--- src/rtl/led_blink_pkg.sv ---
package led_blink_pkg;

  localparam int NUM_CH = 2;
  localparam int CH_GREEN = 0;
  localparam int CH_RED = 1;

  // Register word addresses; channel c uses 1+2c (pattern) and 2+2c (delay).
  localparam int ADDR_CTRL = 0;
  localparam int NUM_REGS = 1 + 2 * NUM_CH;

  // Control word bit positions, software visible.
  localparam int G_PAT_EN = 0;
  localparam int G_WALK_A = 1;
  localparam int G_OFF = 2;
  localparam int R_OFF = 3;
  localparam int G_ON = 4;
  localparam int R_ON = 5;
  localparam int G_WALK_B = 6;
  localparam int R_PAT_EN = 9;
  localparam int R_WALK_A = 10;
  localparam int R_WALK_B = 12;

  typedef struct packed {
    logic patEn;
    logic walkRun;
    logic forceOn;
    logic forceOff;
  } chanStrobes_t;

  function automatic chanStrobes_t decodeCtrl(input logic [31:0] ctrl, input int ch);
    chanStrobes_t s;
    if (ch == CH_GREEN) begin
      s.patEn = ctrl[G_PAT_EN];
      s.walkRun = ctrl[G_WALK_A] & ctrl[G_WALK_B];
      s.forceOn = ctrl[G_ON];
      s.forceOff = ctrl[G_OFF];
    end else begin
      s.patEn = ctrl[R_PAT_EN];
      s.walkRun = ctrl[R_WALK_A] & ctrl[R_WALK_B];
      s.forceOn = ctrl[R_ON];
      s.forceOff = ctrl[R_OFF];
    end
    return s;
  endfunction

endpackage

--- src/rtl/led_blink_ctrl.sv ---
module led_blink_ctrl
  import led_blink_pkg::*;
#(
  parameter int DATA_W = 32,
  parameter int ADDR_W = 3
) (
  input  logic              clk,
  input  logic              rstN,
  input  logic              regWrEn,
  input  logic [ADDR_W-1:0] regAddr,
  input  logic [DATA_W-1:0] regWrData,
  output logic [DATA_W-1:0] regRdData,
  output chanStrobes_t      chanStrb [NUM_CH],
  output logic [DATA_W-1:0] chanPat  [NUM_CH],
  output logic [DATA_W-1:0] chanDly  [NUM_CH]
);

  logic [DATA_W-1:0] ctrlReg;
  logic [31:0] ctrlWide;

  always_ff @(posedge clk or negedge rstN) begin
    if (!rstN) ctrlReg <= '0;
    else if (regWrEn && regAddr == ADDR_W'(ADDR_CTRL)) ctrlReg <= regWrData;
  end

  always_comb begin
    ctrlWide = '0;
    ctrlWide[DATA_W-1:0] = ctrlReg;
  end

  for (genvar ch = 0; ch < NUM_CH; ch++) begin : g_chan
    localparam logic [ADDR_W-1:0] PAT_ADDR = ADDR_W'(1 + 2 * ch);
    localparam logic [ADDR_W-1:0] DLY_ADDR = ADDR_W'(2 + 2 * ch);
    logic [DATA_W-1:0] patReg, dlyReg;

    always_ff @(posedge clk or negedge rstN) begin
      if (!rstN) begin
        patReg <= '0;
        dlyReg <= '0;
      end else if (regWrEn) begin
        if (regAddr == PAT_ADDR) patReg <= regWrData;
        if (regAddr == DLY_ADDR) dlyReg <= regWrData;
      end
    end

    assign chanPat[ch] = patReg;
    assign chanDly[ch] = dlyReg;
    assign chanStrb[ch] = decodeCtrl(ctrlWide, ch);


    pat_write_chk: assert property (@(posedge clk) disable iff (!rstN)
      (regWrEn && regAddr == PAT_ADDR) |=> chanPat[ch] == $past(regWrData));
  end

  always_comb begin
    regRdData = '0;
    if (regAddr == ADDR_W'(ADDR_CTRL)) regRdData = ctrlReg;
    for (int ch = 0; ch < NUM_CH; ch++) begin
      if (regAddr == ADDR_W'(1 + 2 * ch)) regRdData = chanPat[ch];
      if (regAddr == ADDR_W'(2 + 2 * ch)) regRdData = chanDly[ch];
    end
  end


  ctrl_write_chk: assert property (@(posedge clk) disable iff (!rstN)
    (regWrEn && regAddr == ADDR_W'(ADDR_CTRL)) |=> ctrlReg == $past(regWrData));


  spare_addr_chk: assert property (@(posedge clk) disable iff (!rstN)
    (regAddr >= ADDR_W'(NUM_REGS)) |-> regRdData == '0);

endmodule

--- src/rtl/led_blink_channel.sv ---
module led_blink_channel
  import led_blink_pkg::*;
#(
  parameter int PAT_W = 32,
  parameter int DELAY_W = 32
) (
  input  logic               clk,
  input  logic               rstN,
  input  chanStrobes_t       strb,
  input  logic [PAT_W-1:0]   pattern,
  input  logic [DELAY_W-1:0] delay,
  output logic               led
);

  localparam int IDX_W = (PAT_W > 1) ? $clog2(PAT_W) : 1;
  localparam logic [IDX_W-1:0] TOP_IDX = IDX_W'(PAT_W - 1);

  logic [DELAY_W-1:0] stepCnt;
  logic [IDX_W-1:0] bitIdx;
  logic lastTick;
  logic patBit;

  assign lastTick = (stepCnt == '1);

  always_ff @(posedge clk or negedge rstN) begin
    if (!rstN) begin
      stepCnt <= '0;
      bitIdx <= TOP_IDX;
    end else if (!strb.walkRun) begin
      stepCnt <= delay;
      bitIdx <= TOP_IDX;
    end else if (lastTick) begin
      stepCnt <= delay;
      bitIdx <= (bitIdx == '0) ? TOP_IDX : bitIdx - 1'b1;
    end else begin
      stepCnt <= stepCnt + 1'b1;
    end
  end

  assign patBit = strb.walkRun ? pattern[bitIdx] : pattern[0];

  always_comb begin
    if (strb.forceOff) led = 1'b0;
    else if (strb.forceOn) led = 1'b1;
    else if (strb.patEn) led = patBit;
    else led = 1'b0;
  end


  force_off_chk: assert property (@(posedge clk) disable iff (!rstN)
    strb.forceOff |-> !led);


  park_idx_chk: assert property (@(posedge clk) disable iff (!rstN)
    !strb.walkRun |=> bitIdx == TOP_IDX);


  dwell_chk: assert property (@(posedge clk) disable iff (!rstN)
    (strb.walkRun && !lastTick) |=> $stable(bitIdx));


  wrap_chk: assert property (@(posedge clk) disable iff (!rstN)
    (strb.walkRun && lastTick && bitIdx == '0) |=> bitIdx == TOP_IDX);

endmodule

--- src/rtl/led_blink_datapath.sv ---
module led_blink_datapath
  import led_blink_pkg::*;
#(
  parameter int DATA_W = 32
) (
  input  logic              clk,
  input  logic              rstN,
  input  chanStrobes_t      chanStrb [NUM_CH],
  input  logic [DATA_W-1:0] chanPat  [NUM_CH],
  input  logic [DATA_W-1:0] chanDly  [NUM_CH],
  output logic [NUM_CH-1:0] leds
);

  for (genvar ch = 0; ch < NUM_CH; ch++) begin : g_chan
    led_blink_channel #(
      .PAT_W(DATA_W),
      .DELAY_W(DATA_W)
    ) u_chan (
      .clk(clk),
      .rstN(rstN),
      .strb(chanStrb[ch]),
      .pattern(chanPat[ch]),
      .delay(chanDly[ch]),
      .led(leds[ch])
    );
  end

endmodule

--- src/rtl/led_blink_top.sv ---
module led_blink_top
  import led_blink_pkg::*;
#(
  parameter int DATA_W = 32,
  parameter int ADDR_W = 3
) (
  input  logic              clk,
  input  logic              rstN,
  input  logic              regWrEn,
  input  logic [ADDR_W-1:0] regAddr,
  input  logic [DATA_W-1:0] regWrData,
  output logic [DATA_W-1:0] regRdData,
  output logic              ledGreen,
  output logic              ledRed
);

  chanStrobes_t chanStrb [NUM_CH];
  logic [DATA_W-1:0] chanPat [NUM_CH];
  logic [DATA_W-1:0] chanDly [NUM_CH];
  logic [NUM_CH-1:0] leds;

  led_blink_ctrl #(.DATA_W(DATA_W), .ADDR_W(ADDR_W)) u_ctrl (
    .clk(clk),
    .rstN(rstN),
    .regWrEn(regWrEn),
    .regAddr(regAddr),
    .regWrData(regWrData),
    .regRdData(regRdData),
    .chanStrb(chanStrb),
    .chanPat(chanPat),
    .chanDly(chanDly)
  );

  led_blink_datapath #(.DATA_W(DATA_W)) u_dp (
    .clk(clk),
    .rstN(rstN),
    .chanStrb(chanStrb),
    .chanPat(chanPat),
    .chanDly(chanDly),
    .leds(leds)
  );

  assign ledGreen = leds[CH_GREEN];
  assign ledRed = leds[CH_RED];


  reset_dark_chk: assert property (@(posedge clk) disable iff (!rstN)
    $rose(rstN) |-> (!ledGreen && !ledRed));

endmodule

--- config.mk ---
export PLATFORM = sky130hd
export DESIGN_NAME = led_blink_top
export DESIGN_NICKNAME = d
export VERILOG_FILES = /design/src/rtl/led_blink_pkg.sv /design/src/rtl/led_blink_ctrl.sv /design/src/rtl/led_blink_channel.sv /design/src/rtl/led_blink_datapath.sv /design/src/rtl/led_blink_top.sv
export SDC_FILE = /design/constraint.sdc
export NUM_CORES = 1
export LEC_CHECK = 0
export ABC_AREA = 1
export ABC_CLOCK_PERIOD_IN_PS = 3500
export BUFFER_PORTS_ARGS = -buffer_cell sky130_fd_sc_hd__buf_2
export CAP_MARGIN = 5
export CELL_PAD_IN_SITES_DETAIL_PLACEMENT = 1
export CELL_PAD_IN_SITES_GLOBAL_PLACEMENT = 2
export CORE_MARGIN = 1
export CORE_UTILIZATION = 39
export CTS_CLUSTER_DIAMETER = 40
export DETAILED_ROUTE_END_ITERATION = 7
export HOLD_SLACK_MARGIN = 0.12
export MAX_ROUTING_LAYER = met4
export PLACE_DENSITY_LB_ADDON = 0.25
export SYNTH_ARGS = -nofsm -noshare
export SYNTH_HDL_FRONTEND = slang
export SYNTH_HIERARCHICAL = 1
export SYNTH_SLANG_ARGS = --single-unit
--- constraint.sdc ---
create_clock -name clk -period 3.5 [get_ports clk]
set_input_delay 0.7 -clock clk [delete_from_list [all_inputs] [get_ports clk]]
set_output_delay 0.7 -clock clk [all_outputs]
set_load 0.02 [all_outputs]
== After elaboration in Yosys (flattened, before gate mapping) ==
Cells that the tools add are included.

* Bitwise operators: 2
* Equal/unequal tests: 8
* Order comparisons: 2
* Reduce and logical (&&, ||, !) cells: 8
* $add $sub $neg: 4
* Multiplexer cells: 27

{| class="wikitable"
|+ Operators with widths
! operator !! number
|-
| 32-bit two-way mux || 9
|-
| 32-bit by 1-bit adder with 32-bit output (second input constant) || 2
|-
| 32-bit == test (second input constant) || 2
|-
| 5-bit two-way mux || 6
|-
| 5-bit by 6-bit less-than comparator with 1-bit output (second input constant) || 2
|-
| 1-bit binary-select mux with 5-bit select || 2
|-
| 5-bit logical NOT || 2
|-
| 1-bit two-way mux || 10
|-
| 5-bit by 1-bit subtractor with 5-bit output (second input constant) || 2
|-
| 2-bit AND reduction || 4
|-
| 3-bit by 2-bit == test with 1-bit output (second input constant) || 2
|-
| 2-bit by 1-bit != test with 1-bit output (second input constant) || 2
|-
| 3-bit by 1-bit == test with 1-bit output (second input constant) || 1
|-
| 3-bit == test (second input constant) || 1
|-
| 3-bit logical NOT || 1
|-
| 1-bit AND || 2
|-
| 1-bit logical AND || 1
|}

* Bits of input ports: 38
* Output and inout bits: 34
* Logic and storage cells: 60
* Register bits after elaboration: 234

== Logic depth before layout (Yosys ltp) ==
Gate-level depths: netlist of the first run.

* Word-level depth: 6
* Mapped depth: 12
* Gate-level depth less buffers: 11

== By module ==
The synthesis of the first run kept the hierarchy.

{| class="wikitable"
|+ Modules (own cells, without submodules)
! module !! cells an instance !! area each (µm²) !! times used !! seq. area each (µm²)
|-
| led_blink_ctrl || 880 || 7218.2 || 1 || 4003.8
|-
| led_blink_channel || 380 || 2581.2 || 2 || 932.1
|}

== Least setup slack after synthesis of the first run ==
No wires, ideal clock.

* Path kind: register -> output
* From: register u_dp.g_chan[0].u_chan.bitIdx[0]
* To: output port ledGreen
* Arrival time: 1.878 ns
* Path slack: 0.922 ns
* Required time: 2.800 ns
* Stages on the path, launching flop included: 13
* Path buffers: 2
* Cell sequence: dfstp_2 buf_2 clkinv_1 buf_2 nand2_1 nand3_1 a21oi_1 nor2_1 nand2_1 nand3_1 nand2_1 nand2_1 a21oi_1

* Cells in the longest elaborated chain, start to end: 6

{| class="wikitable"
|+ Ends and longest elaborated chain
! item !! line !! text
|-
| start, declared || led_blink_channel.sv:19 || <nowiki>logic [IDX_W-1:0] bitIdx;</nowiki>
|-
| start signal, assigned || led_blink_channel.sv:34 || <nowiki>bitIdx <= (bitIdx == '0) ? TOP_IDX : bitIdx - 1'b1;</nowiki>
|-
| 1-bit binary-select mux with 5-bit select || led_blink_channel.sv:40 || <nowiki>assign patBit = strb.walkRun ? pattern[bitIdx] : pattern[0];</nowiki>
|-
| 1-bit two-way mux (not written as such) || led_blink_channel.sv:40 ||
|-
| 1-bit two-way mux || led_blink_channel.sv:40 ||
|-
| 1-bit two-way mux || led_blink_channel.sv:45 || <nowiki>else if (strb.patEn) led = patBit;</nowiki>
|-
| 1-bit two-way mux || led_blink_channel.sv:44 || <nowiki>else if (strb.forceOn) led = 1'b1;</nowiki>
|-
| 1-bit two-way mux || led_blink_channel.sv:43 || <nowiki>if (strb.forceOff) led = 1'b0;</nowiki>
|-
| end, declared || led_blink_top.sv:13 || <nowiki>output logic ledGreen,</nowiki>
|}

Every way passes these cells. The select of a mux whose other input is x is not followed.

== Worst setup path in the final report of the first run ==
Same ends and word-level chain as after synthesis.

==> results of run 1 <==
-- worst register-to-register path: stages, from the launching register on --
cell and delay, ns:
dfrtp_1 0.37, ha_1 0.21, nand3_2 0.15, nor3_4 0.32, nand3_2 0.18, nor3_2 0.26, nor2_2 0.05, buf_4 0.24
clkinv_2 0.51, nand2_1 0.21, o21ai_0 0.12
-- flip-flops by register name, indices dropped and copies added (netlist names) --
name                        cells
u_ctrl/g_chan.dlyReg           64
u_ctrl/g_chan.patReg           64
u_dp/g_chan.u_chan/stepCnt     64
u_ctrl/ctrlReg                 32
u_dp/g_chan.u_chan/bitIdx      10
-- metrics by stage --
stage	cell area [um2]	worst slack, ns	hold WS, ns	cells	power, mW
after floorplan	12400	0.922	0.404	1640	4.94
after global placement	13000	0.426	0.466	2041	5.57
after detailed placement	13000	0.235	0.475	2041	5.64
after CTS	14700	0.0187	0.488	2126	10.4
after global routing	14700	0.0400	0.512	2126	10.9
final	14700	0.215	0.486	2126	10.3
-- final cells by class --
cell class	instances	area (um2)
clock buffer	63	1330
timing repair buffer	92	576
sequential	234	5870
clock inverter	21	328
multi-input combinational	1167	5490
inverter	153	582
tap	396	495
fill	3784	16200
-- routing by layer --
| metal | part of all wire | GRT usage |
|---|---|---|
| met3 | 0.042 | 0.0366 |
| met2 | 0.45 | 0.421 |
| met5 | 0 | - |
| met4 | 0.033 | 0.0988 |
| met1 | 0.47 | 0.374 |
-- cell families after synthesis --
family                   Yosys count
buffers and inverters            239
AND/OR/NAND/NOR                  875
AO/OA/AOI/OAI                    234
adder cells (fa/ha/maj)            4
XOR/XNOR                          54
flip-flops                       234
-- power by group through the flow --
stage	Combinational, mW	Sequential [mW]	Clock (mW)
floorplan	1.27	3.67	0
global placement	1.71	3.87	0
detailed placement	1.75	3.88	0
CTS	1.78	3.85	4.81
global route	2.02	3.93	4.95
finish	1.77	3.85	4.73
-- how the worst max path moves through the flow --
stage	start	end	depth (start not counted)
after global routing	u_dp/g_chan[0].u_chan/bitIdx[0]$_DFFE_PN1P_	ledGreen	11
after detailed placement	u_dp/g_chan[0].u_chan/stepCnt[0]$_DFF_PN0_	u_dp/g_chan[0].u_chan/stepCnt[4]$_DFF_PN0_	8
final	u_dp/g_chan[0].u_chan/bitIdx[0]$_DFFE_PN1P_	ledGreen	11
after CTS	u_dp/g_chan[0].u_chan/bitIdx[0]$_DFFE_PN1P_	ledGreen	11
after floorplan	u_dp/g_chan[0].u_chan/bitIdx[0]$_DFFE_PN1P_	ledGreen	12
after global placement	u_dp/g_chan[0].u_chan/stepCnt[0]$_DFF_PN0_	u_dp/g_chan[0].u_chan/stepCnt[30]$_DFF_PN0_	9
-- cell usage after synthesis (all sizes together) --
master | instances | area share
clkinv | 4 | 0.0014
nand3b | 2 | 0.0012
xor2 | 26 | 0.018
dfstp | 10 | 0.021
o21ai | 206 | 0.084
nor4 | 2 | 0.0010
nor3b | 2 | 0.0012
o21bai | 2 | 0.0012
o31ai | 6 | 0.0036
and2 | 2 | 0.0010
buf | 55 | 0.026
clkbuf | 31 | 0.0094
or2 | 4 | 0.0020
xnor2 | 28 | 0.020
dfrtp | 224 | 0.45
nand2 | 492 | 0.15
nor2 | 163 | 0.051
nand3 | 130 | 0.055
nand4 | 46 | 0.024
a31oi | 4 | 0.0020
ha | 4 | 0.0040
a21oi | 16 | 0.0065
nor3 | 32 | 0.018
inv | 149 | 0.045
-- repair_timing --
action / in CTS / in global routing
gates resized for setup: 0 / 2
hold buffers: 1 / 0
endpoints found under the setup margin: 0 / 9
endpoints found under the hold margin: 30 / 0
==> run metrics, run 1 <==
status complete, no violations; combinational family with the most area after synthesis simple AND/OR/NAND/NOR gates; Cells after Synth 1640; Hold Crit Class flip-flop to flip-flop; max_cap viols 0; data arrival time of the critical path 2.58 ns; Worst path most repeated cell nand2_1; DR vias/cell 5.30; Synth Cell Area 0.0124 mm2; Tot GR Track Use 0.276; DRT Pass-1 Iters 5; slowest stage cell, crit path dfstp_2; Final Util 0.475; Avg Inst Size Synth 7.55 um2; Final HPWL DP 29500 um; number of diodes 0; Synth Area in XOR/XNOR 0.0382; CTS Sinks 234; antenna violations before repair 0; Max Root-Sink Buffers 3; CP Class flip-flop to primary output; Post-CTS Setup Bufs 0; layout cells sized above 1 0.123; RR Endpoint u_dp/g_chan[1].u_chan/stepCnt[10]$_DFF_PN0_; sequential share of the synthesized area 0.474; Endpoint, Worst Hold u_ctrl/ctrlReg[31]$_DFFE_PN0P_; Logic pwr share 0.171; clock share of power 0.457; root buf cell clkbuf_16; r2r setup slk 0.79 ns; FF-to-FF Start u_dp/g_chan[1].u_chan/stepCnt[0]$_DFF_PN0_; floorplan die width 180 um; Compound-Gate Fraction of Synth Area 0.0972; WL/cell 19.9 um; Reg power frac 0.372; H-tree level count 2; Sw Ratio 0.315; worst hold path depth 2; insertion delay to the later sink of the worst-skew pair 0.54 ns; Max-slew headroom 0.253; Synth Area in Simple Gates 0.304; setup TNS 0 ns; CP Cell Sequence clkinvlp_4 > nand2_1 > nand3_1 > a21oi_1 > nor2_1 > nand2_1 > nand3_1 > nand2_1 > nand2_1 > a21oi_1 > buf_2; vias in the first global route 11610; Yosys Warn Count 6; mux share of post-synthesis cell area 0; largest net degree at the start of global routing 77; Nets 1736; Clock Skew 0.0204 ns; Die Height 180 um; die area 0.0325 mm2; final hold vios 0; Initial Util 0.401; Max Freq 304 MHz; Mapped Nets 1682; WP buf/inv 2; Slew Viols, Final 0; RePlAce Congestion 0.836; RSZ-0062 raised after global routing no; distinct cell type count after synthesis 39; Reg2Reg Depth 10; I/O Buffers 71; Worst-path clk slew 0.05 ns; TritonCTS Buffers 46; commonest non-fill, non-tap cell in the layout nand2_1; most frequent cells in the layout nand2_1, dfrtp_1, nor2_1, o21ai_0, inv_1; Starting DRT DRC Count 653; count of state elements after synthesis 234; Pleak 7.08 nW; fin crit share 0.938; Syn-to-layout area delta 18.5%; Min-Delay Startpoint u_ctrl/ctrlReg[31]$_DFFE_PN0P_; via count 11266; global-route wire length before repair 67600 um; Worst VDD drop 0.335 mV; Worst-Margin Slew 1.12 ns; setup violators final 0; P_int 7.09 mW; gr ovfl total 0; CP delay by family, top simple AND/OR/NAND/NOR gates; I/O pins 72; drt total wl 42300 um; crit-path max cell delay 0.55 ns; Setup crit end kind primary output; DR DRC count 0; # rows 64; Synth Area in Adders 0.00404; Startpoint Class flip-flop; Core Area 0.0309 mm2; worst-path fanout max 18; WP data required 2.80 ns; CTS tree built; Antenna Nets Post-Route 0; NetSw 3.25 mW; Cell Pwr Density 705 mW/mm2; min Tclk post-route 3.28 ns
Power figures use the tool's default switching activity.
==> inputs of run 2 (changes only) <==
==> constraint.sdc (replaced) <==
create_clock -name clk -period 3.5 [get_ports clk]
set_input_delay 0.7 -clock clk [delete_from_list [all_inputs] [get_ports clk]]
set_output_delay 0.7 -clock clk [all_outputs]
set_load 0.1 [all_outputs]
==> run 2 against run 1 <==
Total power grew 0.63%. Non-clock buffer count is the same. Clock skew is essentially flat. Maximum frequency fell by 0.82%. Die area is the same. Sequential power hardly changed. Flip-flop and latch count stayed put. Largest cell class unchanged.
==> run metrics, run 2 (synthesis gave the netlist of run 1 again) <==
crit-path max cell delay 0.62 ns; CP Cell Sequence inv_1 > nor2_1 > o21ai_0 > nand3_1 > nand3_1 > nand2_1 > nand3_1 > nand2_1 > nand2_1 > a21oi_2 > buf_12; Cell Pwr Density 693 mW/mm2; Post-CTS Setup Bufs 0; Reg2Reg Depth 8; Final HPWL DP 29700 um; DR DRC count 0; Initial Util 0.401; CTS Sinks 234; Startpoint Class flip-flop; min Tclk post-route 3.31 ns; H-tree level count 2; Sw Ratio 0.350; slowest stage cell, crit path dfstp_2; final hold vios 0; Starting DRT DRC Count 634; global-route wire length before repair 67600 um; layout cells sized above 1 0.123; I/O Buffers 71; largest net degree at the start of global routing 82; CTS tree built; worst-path fanout max 13; root buf cell clkbuf_16; CP Depth 11; Die Height 180 um; Final Util 0.486; DRT Pass-1 Iters 4; most frequent cells in the layout nand2_1, dfrtp_1, nor2_1, o21ai_0, inv_1; setup violators final 0; Slew Viols, Final 0; DR vias/cell 5.30; Nets 1734; Sequential Area 0.00587 mm2; NetSw 3.64 mW; commonest non-fill, non-tap cell in the layout nand2_1; Logic pwr share 0.228; Clock Skew 0.0205 ns; TritonCTS Buffers 44; Placed Instance Area 0.0135 mm2; clock share of power 0.402; # fillers 3819; vias in the first global route 11697; gr ovfl total 0; max_cap viols 0; data arrival time of the critical path 2.61 ns; Reg power frac 0.371; insertion delay to the later sink of the worst-skew pair 0.54 ns; Hold Crit Class primary input to async pin; fin crit share 0.946; CP Class flip-flop to primary output; Max Freq 302 MHz; WP data required 2.80 ns; Worst-path clk slew 0.05 ns; total power 10.4 mW; Tot GR Track Use 0.273; Worst VDD drop 0.449 mV; Worst-Margin Slew 1.10 ns; Pleak 7.09 nW; drt total wl 42100 um; antenna violations before repair 0; RePlAce Congestion 0.859; RR Endpoint u_dp/g_chan[0].u_chan/stepCnt[10]$_DFF_PN0_; Top Registers u_ctrl/g_chan.dlyReg: 64 flops, u_ctrl/g_chan.patReg: 64 flops, u_dp/g_chan.u_chan/stepCnt: 64 flops; Antenna Nets Post-Route 0; die area 0.0325 mm2; WP buf/inv 2; WL/cell 19.8 um; setup TNS 0 ns; I/O pins 72; status complete, no violations; Max-slew headroom 0.268; post-cts resize count 0; CP delay by family, top simple AND/OR/NAND/NOR gates; cell area after layout 0.0150 mm2; P_int 6.77 mW; Syn-to-layout area delta 21.3%; RSZ-0062 raised after global routing no; Core Area 0.0309 mm2; r2r setup slk 0.85 ns; # rows 64; Setup crit end kind primary output; floorplan die width 180 um; hold_buf cts 0; multi-input logic area 0.00550 mm2; FF-to-FF Start u_dp/g_chan[0].u_chan/stepCnt[0]$_DFF_PN0_; number of diodes 0; via count 11247; Max Root-Sink Buffers 3
run 2: changes by cell type in the layout (fill, tap and decap cells not counted), sizes merged:
cell	before	now
clkinvlp	1	9
bufinv	7	2
clkbuf	63	58
inv	159	157
buf	91	92
clkinv	7	8
dlygate4sd3	1	0
run 2: power by group through the flow:
stage / combinational (mW) / clock, mW / sequential (mW)
global route: 2.62 / 4.37 / 3.94
global placement: 2.30 / 0 / 3.88
floorplan: 1.65 / 0 / 3.67
CTS: 2.38 / 4.26 / 3.86
finish: 2.37 / 4.18 / 3.86
detailed placement: 2.36 / 0 / 3.89
run 2: worst max-delay path by stage:
stage / startpoint / to / slack [ns]
5_1_grt: u_dp/g_chan[0].u_chan/bitIdx[1]$_DFFE_PN1P_ / ledGreen / 0.04
6_report: u_dp/g_chan[1].u_chan/bitIdx[1]$_DFFE_PN1P_ / ledRed / 0.19
2_1_floorplan: u_dp/g_chan[0].u_chan/bitIdx[0]$_DFFE_PN1P_ / ledGreen / 0.35
4_1_cts: u_dp/g_chan[0].u_chan/bitIdx[0]$_DFFE_PN1P_ / ledGreen / 0.04
3_3_place_gp: regAddr[1] / regRdData[12] / 0.41
3_5_place_dp: u_dp/g_chan[0].u_chan/stepCnt[0]$_DFF_PN0_ / u_dp/g_chan[0].u_chan/stepCnt[10]$_DFF_PN0_ / 0.23
run 2: area by class of cell:
class | instances | area share
clock buffers | 58 | 0.0829
clock inverters | 23 | 0.0149
inverters | 153 | 0.0388
multi-input cells | 1167 | 0.366
flip-flops and latches | 234 | 0.391
well taps | 396 | 0.0330
repair buffers | 92 | 0.0730
run 2: worst reg2reg max path, stage by stage (launching register included):
cell and delay, ns:
dfrtp_1 0.39, ha_1 0.24, nand3_2 0.13, nor3_4 0.07, nand3_2 0.09, nor3_2 0.05
nor2_2 0.82, inv_4 0.43, o21ai_0 0.33
run 2: per-stage QoR:
step | hold slack (ns) | worst slack (ns) | instances
detailed placement | 0.475 | 0.226 | 2042
floorplan | 0.404 | 0.354 | 1640
CTS | 0.192 | 0.0429 | 2123
finish | 0.163 | 0.188 | 2123
global route | 0.218 | 0.0435 | 2123
global placement | 0.466 | 0.413 | 2042
run 2: layer usage:
| metal | up-vias | share of wire | track usage |
|---|---|---|---|
| met2 | 263 | 0.46 | 0.424 |
| li1 | 5378 | - | - |
| met5 | - | 0 | - |
| met1 | 5525 | 0.47 | 0.371 |
| met4 | 0 | 0.032 | 0.0913 |
| met3 | 81 | 0.040 | 0.0344 |
